**src/rtl/cs_wait_pkg.sv**
```systemverilog
package cs_wait_pkg;
  localparam int unsigned ADDR_W = 20;
  localparam int unsigned WAIT_W = 3;

  typedef enum logic [1:0] {
    SEL_CTRL   = 2'd0,
    SEL_ROM_LIM = 2'd1,
    SEL_RAM_LO = 2'd2,
    SEL_RAM_HI = 2'd3
  } cfg_sel_e;

  typedef struct packed {
    logic [WAIT_W-1:0] ram_wait;
    logic [WAIT_W-1:0] rom_wait;
    logic              en;
  } ctrl_t;
endpackage

```
**src/rtl/cs_regs.sv**
```systemverilog
module cs_regs
  import cs_wait_pkg::*;
#(
  parameter logic [ADDR_W-1:0] ROM_LIM_RST = 20'h10000
) (
  input  logic              clk_i,
  input  logic              rst_ni,
  input  logic              we_i,
  input  logic [1:0]        sel_i,
  input  logic [ADDR_W-1:0] wdata_i,
  output ctrl_t             ctrl_o,
  output logic [ADDR_W-1:0] rom_lim_o,
  output logic [ADDR_W-1:0] ram_lo_o,
  output logic [ADDR_W-1:0] ram_hi_o
);
  localparam int unsigned CTRL_W = $bits(ctrl_t);

  always_ff @(posedge clk_i or negedge rst_ni) begin
    if (!rst_ni) begin
      ctrl_o    <= '0;
      rom_lim_o <= ROM_LIM_RST;
      ram_lo_o  <= '1;
      ram_hi_o  <= '1;
    end else if (we_i) begin
      unique case (cfg_sel_e'(sel_i))
        SEL_CTRL:    ctrl_o    <= ctrl_t'(wdata_i[CTRL_W-1:0]);
        SEL_ROM_LIM: rom_lim_o <= wdata_i;
        SEL_RAM_LO:  ram_lo_o  <= wdata_i;
        SEL_RAM_HI:  ram_hi_o  <= wdata_i;
        default: ;
      endcase
    end
  end

  // write lands in the selected register
  a_r6_hi_write: assert property (@(posedge clk_i) disable iff (!rst_ni)
    (we_i && sel_i == 2'd3) |=> (ram_hi_o == $past(wdata_i)));
  a_r6_rom_write: assert property (@(posedge clk_i) disable iff (!rst_ni)
    (we_i && sel_i == 2'd1) |=> (rom_lim_o == $past(wdata_i)));
endmodule

```
**src/rtl/cs_decode.sv**
```systemverilog
module cs_decode
  import cs_wait_pkg::*;
(
  input  logic [ADDR_W-1:0] addr_i,
  input  logic [ADDR_W-1:0] rom_lim_i,
  input  logic [ADDR_W-1:0] ram_lo_i,
  input  logic [ADDR_W-1:0] ram_hi_i,
  output logic              rom_hit_o,
  output logic              ram_hit_o
);
  logic in_rom, in_ram;

  always_comb begin
    in_rom    = addr_i < rom_lim_i;
    in_ram    = (addr_i >= ram_lo_i) && (addr_i < ram_hi_i);
    rom_hit_o = in_rom;
    ram_hit_o = in_ram && !in_rom;  // ROM has priority on overlap
  end

  // decoder never reports both
  always_comb a_r4_one_hit: assert (!(rom_hit_o && ram_hit_o));
endmodule

```
**src/rtl/wait_ctr.sv**
```systemverilog
module wait_ctr
  import cs_wait_pkg::*;
(
  input  logic              clk_i,
  input  logic              rst_ni,
  input  logic              active_i,
  input  logic              start_i,
  input  logic [WAIT_W-1:0] load_i,
  output logic              wait_o
);
  logic [WAIT_W-1:0] cnt_q;

  always_ff @(posedge clk_i or negedge rst_ni) begin
    if (!rst_ni)              cnt_q <= '0;
    else if (!active_i)       cnt_q <= '0;
    else if (start_i)         cnt_q <= load_i;
    else if (cnt_q != '0)     cnt_q <= cnt_q - 1'b1;
  end

  assign wait_o = (cnt_q != '0);

  // count runs down by one per cycle during a held access
  a_r7_countdown: assert property (@(posedge clk_i) disable iff (!rst_ni)
    (active_i && !start_i && cnt_q != '0) |=> (cnt_q == $past(cnt_q) - 1'b1));
  // ending the access drops the wait
  a_r10_idle_clear: assert property (@(posedge clk_i) disable iff (!rst_ni)
    !active_i |=> !wait_o);
endmodule

```
**src/rtl/cs_wait_gen.sv**
```systemverilog
module cs_wait_gen
  import cs_wait_pkg::*;
#(
  parameter logic [ADDR_W-1:0] ROM_LIM_RST = 20'h10000
) (
  input  logic              clk_i,
  input  logic              rst_ni,
  input  logic [ADDR_W-1:0] addr_i,
  input  logic              mreq_i,
  input  logic              rd_i,
  input  logic              wr_i,
  input  logic [WAIT_W-1:0] cpu_wait_i,
  input  logic              cfg_we_i,
  input  logic [1:0]        cfg_sel_i,
  input  logic [ADDR_W-1:0] cfg_wdata_i,
  output logic              rom_cs_no,
  output logic              ram_cs_no,
  output logic              wait_o
);
  ctrl_t             ctrl;
  logic [ADDR_W-1:0] rom_lim, ram_lo, ram_hi;
  logic              rom_hit, ram_hit;
  logic              active, active_q, start, first_done_q;
  logic [WAIT_W-1:0] cs_wait, load_val;

  cs_regs #(.ROM_LIM_RST(ROM_LIM_RST)) u_regs (
    .clk_i, .rst_ni, .we_i(cfg_we_i), .sel_i(cfg_sel_i), .wdata_i(cfg_wdata_i),
    .ctrl_o(ctrl), .rom_lim_o(rom_lim), .ram_lo_o(ram_lo), .ram_hi_o(ram_hi)
  );

  cs_decode u_dec (
    .addr_i, .rom_lim_i(rom_lim), .ram_lo_i(ram_lo), .ram_hi_i(ram_hi),
    .rom_hit_o(rom_hit), .ram_hit_o(ram_hit)
  );

  assign rom_cs_no = !(mreq_i && rom_hit);
  assign ram_cs_no = !(mreq_i && ram_hit);

  assign active = mreq_i && (rd_i || wr_i);
  assign start  = active && !active_q;

  always_ff @(posedge clk_i or negedge rst_ni) begin
    if (!rst_ni) begin
      active_q     <= 1'b0;
      first_done_q <= 1'b0;
    end else begin
      active_q <= active;
      if (start) first_done_q <= 1'b1;
    end
  end

  always_comb begin
    cs_wait = '0;
    if (ctrl.en && first_done_q) begin
      if (rom_hit)      cs_wait = ctrl.rom_wait;
      else if (ram_hit) cs_wait = ctrl.ram_wait;
    end
    load_val = (cs_wait > cpu_wait_i) ? cs_wait : cpu_wait_i;
  end

  wait_ctr u_ctr (
    .clk_i, .rst_ni, .active_i(active), .start_i(start), .load_i(load_val),
    .wait_o
  );

  // chip selects never both active
  a_r4_cs_excl: assert property (@(posedge clk_i) disable iff (!rst_ni)
    !(!rom_cs_no && !ram_cs_no));
  // no select without a request
  a_r5_no_req: assert property (@(posedge clk_i) disable iff (!rst_ni)
    !mreq_i |-> (rom_cs_no && ram_cs_no));
  // CPU wait is a floor on the inserted wait
  a_r8_cpu_floor: assert property (@(posedge clk_i) disable iff (!rst_ni)
    (start && cpu_wait_i != '0) |=> wait_o);
  // first access waits only the CPU count
  a_r9_first_cpu_only: assert property (@(posedge clk_i) disable iff (!rst_ni)
    (start && !first_done_q && cpu_wait_i == '0) |=> !wait_o);
endmodule

```
**config.mk**
```make
export PLATFORM = sky130hd
export DESIGN_NAME = cs_wait_gen
export DESIGN_NICKNAME = d
export VERILOG_FILES = /design/src/rtl/cs_wait_pkg.sv /design/src/rtl/cs_regs.sv /design/src/rtl/cs_decode.sv /design/src/rtl/wait_ctr.sv /design/src/rtl/cs_wait_gen.sv
export SDC_FILE = /design/constraint.sdc
export NUM_CORES = 1
export LEC_CHECK = 0
export BUFFER_PORTS_ARGS = -buffer_cell sky130_fd_sc_hd__buf_2
export CAP_MARGIN = 20
export CORE_MARGIN = 3
export CORE_UTILIZATION = 35
export CTS_CLUSTER_SIZE = 16
export DETAILED_ROUTE_END_ITERATION = 8
export PLACE_DENSITY = 0.63
export SLEW_MARGIN = 10
export SYNTH_ARGS = -nofsm -noshare
export SYNTH_HDL_FRONTEND = slang
export SYNTH_SLANG_ARGS = --single-unit
```
**constraint.sdc**
```tcl
create_clock -name clk_i -period 4.6 [get_ports clk_i]
set_input_delay 0.92 -clock clk_i [delete_from_list [all_inputs] [get_ports clk_i]]
set_output_delay 0.92 -clock clk_i [all_outputs]
set_load 0.1 [all_outputs]
```
After elaboration in Yosys (flattened, before gate mapping). Index checks and enable logic that the tools add are counted. Widths: inputs -> output; s select.

Register bits: 72. Input port bits: 51.

Add/subtract/negate cells: 1. Order comparisons: 4. Equality and inequality tests: 4. Multiplexer cells: 7. Reduce and logical (&&, ||, !) cells: 18.

Operators with widths (count): $lt 20x20->1 (2); $mux 3 (7); $ge 20x20->1 (1); $reduce_and 2->1 (4); $logic_and 1x1->1 (7); $eq 2x2->1 const B (2); $logic_not 1->1 (4); $gt 3x3->1 (1); $ne 3x2->1 const B (1); $reduce_bool 3->1 (1); $sub 3x1->3 const B (1); $eq 2x1->1 const B (1); $logic_not 2->1 (1); $logic_or 1x1->1 (1).

Longest topological paths before layout.
Word-level depth: 10. Gate-level depth with buffers: 16.

Cells and area by module. From an unflattened synthesis, not the netlist that was laid out.

Cells, all modules: 393. Area, all modules: 4601.9 µm².

Modules (own cells, without submodules): cs_regs (times used 1, cells each 144, area each 2735.1 µm², seq. area each 1727.9 µm²); cs_decode (times used 1, cells each 198, area each 1430.1 µm², seq. area each 0.0 µm²); cs_wait_gen (times used 1, cells each 30, area each 245.2 µm², seq. area each 50.0 µm²); wait_ctr (times used 1, cells each 21, area each 191.4 µm², seq. area each 75.1 µm²).

Least setup slack after synthesis. No wires, ideal clock.

Path kind: input to output. From: in addr_i[2]. To: out ram_cs_no. Arrival time: 2.846 ns. Setup slack: 0.834 ns. Stages on the path: 8. Path buffers: 0. Path through: ha_1 > a211o_1 > a31oi_1 > o31ai_1 > a211oi_2 > a211o_1 > nor2_1 > nand2_1.

Cells in the longest elaborated chain, start to end: 5. Elaborated cells on any way between the ends: 8. Those cells by class: 3 x order compare; 5 x reduce/logical.

RTL lines: from (decl) (line cs_wait_gen.sv:8) `input logic [ADDR_W-1:0] addr_i,`; $ge 20x20->1, or another cell as far along (line cs_decode.sv:15) `in_ram = (addr_i >= ram_lo_i) && (addr_i < ram_hi_i);`; $logic_and 1x1->1 or $logic_not 1->1 (tied branches) (line cs_decode.sv:15, cs_decode.sv:17); $logic_and 1x1->1 (*) (line cs_decode.sv:17) `ram_hit_o = in_ram && !in_rom;`; $logic_and 1x1->1 (*) (line cs_wait_gen.sv:37) `assign ram_cs_no = !(mreq_i && ram_hit);`; $logic_not 1->1 (*) (line cs_wait_gen.sv:37); to (decl) (line cs_wait_gen.sv:17) `output logic ram_cs_no,`.

Mark *: on every way between the ends. The rest lies on a longest branch, timed or not.

Final worst setup path. Same ends and word-level chain as after synthesis.

==> flow_summary.yaml <==
route:
  routed_wl_um: 9610
  drtIter0Drc: 81
  wl_per_cell_um: 15.2
  via_per_inst: 4.83
  vias: 3057
  drt_pass1_iterations: 5
  drc_errors: 0
  drtAntennaViolNets: 0
die:
  dieArea_um2: 14000
  die_x_um: 118
  die_h_um: 118
  ios: 54
  initial_core_util: 0.364
  fp-row-count: 40
  core-area_um2: 12200
logic_synthesis:
  synth-seq-area-share: 0.419
  syn_area_um2: 4420
  synth_area_per_cell_um2: 11.1
  synth_cell_types: 45
  ys_warn_count: 0
  synthCells: 398
  syn_nets: 512
  synth-seq-cells: 72
clocking:
  cts-root-buf: "clkbuf_16"
  cts_setup_buffers: 0
  clk_pin_slew_ns: 0.06
  cts_resized: 0
  htree_num_levels: 3
  numCtsBuffers: 9
  clkSinkCount: 72
  cts-hold-fix-buffers: 0
  cts_tree: "built"
  clk_latency_ns: 0.33
  cts.path.max_buffers: 2
grt:
  grt_max_degree: 44
  grt_pass1_vias: 3199
  grtUsageTotal: 0.142
  antenna_found_initial: 1
  grt_pass1_wl_um: 15900
  overflow: 0
worst_setup_path:
  worstPathMaxFanout: 3
  required_ns: 3.68
  cp_slowest_stage_delay_ns: 0.42
  worstSetupStartpointType: "input port"
  path_cells: "buf_2 -> ha_1 -> a211o_1 -> a31oi_1 -> o31ai_1 -> a211oi_2 -> a211o_1 -> nor2_1 -> nand2_1 -> buf_2"
  crit_cells: 10
  crit_start: "addr_i[2]"
  cp_top_family: "compound AO/OA/AOI/OAI gates"
  worstRegToRegCells: 15
  critPathBufInv: 2
  cp-end-kind: "primary output"
  arrival_ns: 3.19
  slowest_stage: "buf_2"
  timing.rr.start: "u_regs.ram_hi_o[18]"
  worstSetupPathType: "in -> out"
min_path:
  hold_depth: 1
  min_path_type: "reg -> reg"
  holdCritStartpoint: "first_done_q"
sta:
  skew_ns: 0.00558
  slew_headroom: 0.358
  finalHoldViolCount: 0
  finalCritPeriodShare: 0.894
  rsz0062_at_grt: "false"
  fmax_mhz: 243
  fin_setup_tns_ns: 0
  setup_viol: 0
  timing.hold.ws_ns: 0.477
  worstMarginPinSlew_ns: 0.963
  drv_slew: 0
  fin_crit_ns: 4.11
cells_and_area:
  nets: 574
  drive_gt1_frac: 0.415
  antennaDiodeCount: 0
  synthToLayoutAreaGrowth_pct: 17.6
place:
  io_buffers: 53
  routabilityCongestion: 0.928
  dp_hpwl_um: 7420
status:
  status: "finished clean"
power_and_ir_drop:
  p_per_area_nw_per_um2: 413
  vdd_drop_max_mv: 0.141
  p_total_w: 0.00215
  p_leak_nw: 2.54
flow_run:
  maxCapViolCount: 0
## state kept, by name, indices dropped and copies added (netlist names)
register and cells:
first_done_q 1, u_regs.rom_lim_o 20, u_regs.ram_hi_o 20, active_q 1
u_ctr.cnt_q 3, u_regs.ram_lo_o 20, u_regs.ctrl_o 7
## stage by stage
step	instances	instance area, µm²	worst slack, ns	utilization
3_3_place_gp	617	4910	0.327	0.403
4_1_cts	633	5200	0.460	0.428
2_1_floorplan	398	4420	0.834	-
3_5_place_dp	617	4910	0.252	0.403
5_1_grt	633	5200	0.319	0.428
6_report	633	5200	0.486	0.428
## where the power goes
group	internal (W)	switching (W)
combinational	0.000269	0.000324
clock	0.000419	0.000273
sequential	0.000800	0.0000641
## cell usage in the layout (no fill, tap or decap), drive strengths merged, types with 2 or more instances in the layout
master | synthesis | routed
a211o | 3 | 3
a211oi | 3 | 3
a21o | 6 | 6
a21oi | 20 | 20
a221oi | 2 | 2
a22o | 3 | 3
a31oi | 2 | 2
and3 | 2 | 2
buf | 0 | 57
clkbuf | 6 | 9
clkinv | 0 | 4
dfrtp | 31 | 31
dfstp | 41 | 41
ha | 63 | 63
inv | 68 | 69
mux2 | 67 | 67
nand2 | 16 | 16
nand2b | 2 | 2
nand3 | 5 | 5
nand3b | 2 | 2
nand4 | 6 | 6
nor2 | 9 | 9
nor2b | 4 | 4
nor4 | 2 | 2
o21ai | 19 | 19
o31ai | 2 | 2
## cells by family after synthesis
group,Yosys count,share of synthesized area
DFF,72,0.419
and+or+nand+nor,53,0.0679
xor gates and xnor gates,1,0.00198
adders and majority gates,63,0.178
AOI/OAI and AO/OA,68,0.0996
muxes,67,0.171
buffers and inverters,74,0.0628
## final cells by class
type | instances | area, µm²
timing repair buffer | 57 | 295
tap | 168 | 210
inverter | 68 | 255
fill | 1159 | 6960
sequential | 72 | 1850
clock buffer | 9 | 225
multi-input combinational | 252 | 2290
clock inverter | 7 | 70.1
## final timing paths
kind                            slack, ns                    to
worst max register to register       0.87        u_ctr.cnt_q[1]
min in group asynchronous            0.74  u_regs.rom_lim_o[17]
worst min-delay path                 0.48          first_done_q
worst max-delay path                 0.49             ram_cs_no
max in group asynchronous            2.87   u_regs.ram_lo_o[19]
worst min register to register       0.48          first_done_q
## per-layer routing
metal,track usage,routed length [µm],vias up
met5,0,13,-
met4,0.0753,278,2
met3,0.0215,228,22
met2,0.230,4530,43
met1,0.184,4570,1471
li1,-,-,1519
## worst register-to-register path, cell delays in order, from the launching register on
cell	delay, ns
dfstp_2	0.52
inv_1	0.04
ha_1	0.30
nand4_1	0.17
nor4_1	0.58
and3_2	0.29
a211o_1	0.14
nor3_4	0.07
a22o_2	0.27
ha_1	0.28
nor2b_1	0.12
o21ai_0	0.08
a32oi_1	0.32
inv_1	0.11
a221oi_1	0.23
o21ai_1	0.10
## cells in the mapped netlist, drive strengths merged
library cell	number	area, µm²
ha	63	788
xor2	1	8.76
a221oi	2	17.5
nor3	1	16.3
and3	2	13.8
dfstp	41	1080
mux2	67	754
o21ai	19	95.1
or2	1	6.26
nor4	2	18.8
nand4	6	43.8
nand2b	2	12.5
a2111oi	1	8.76
nand3b	2	15.0
nor2b	4	25.0
nand2	16	60.1
and4	1	8.76
nand3	5	25.0
a211o	3	26.3
o22ai	1	6.26
a41o	1	10.0
o211ai	1	7.51
nor2	9	33.8
o211a	1	10.0
nor3b	1	12.5
clkbuf	6	22.5
a22oi	1	12.5
a211oi	3	27.5
inv	68	255
a21oi	20	100
o31ai	2	15.0
a32oi	1	8.76
a22o	3	28.8
a21o	6	46.3
and2b	1	8.76
dfrtp	31	776
a31oi	2	12.5
o21a	1	7.51
Note: power is estimated with default switching activity, not from simulation.
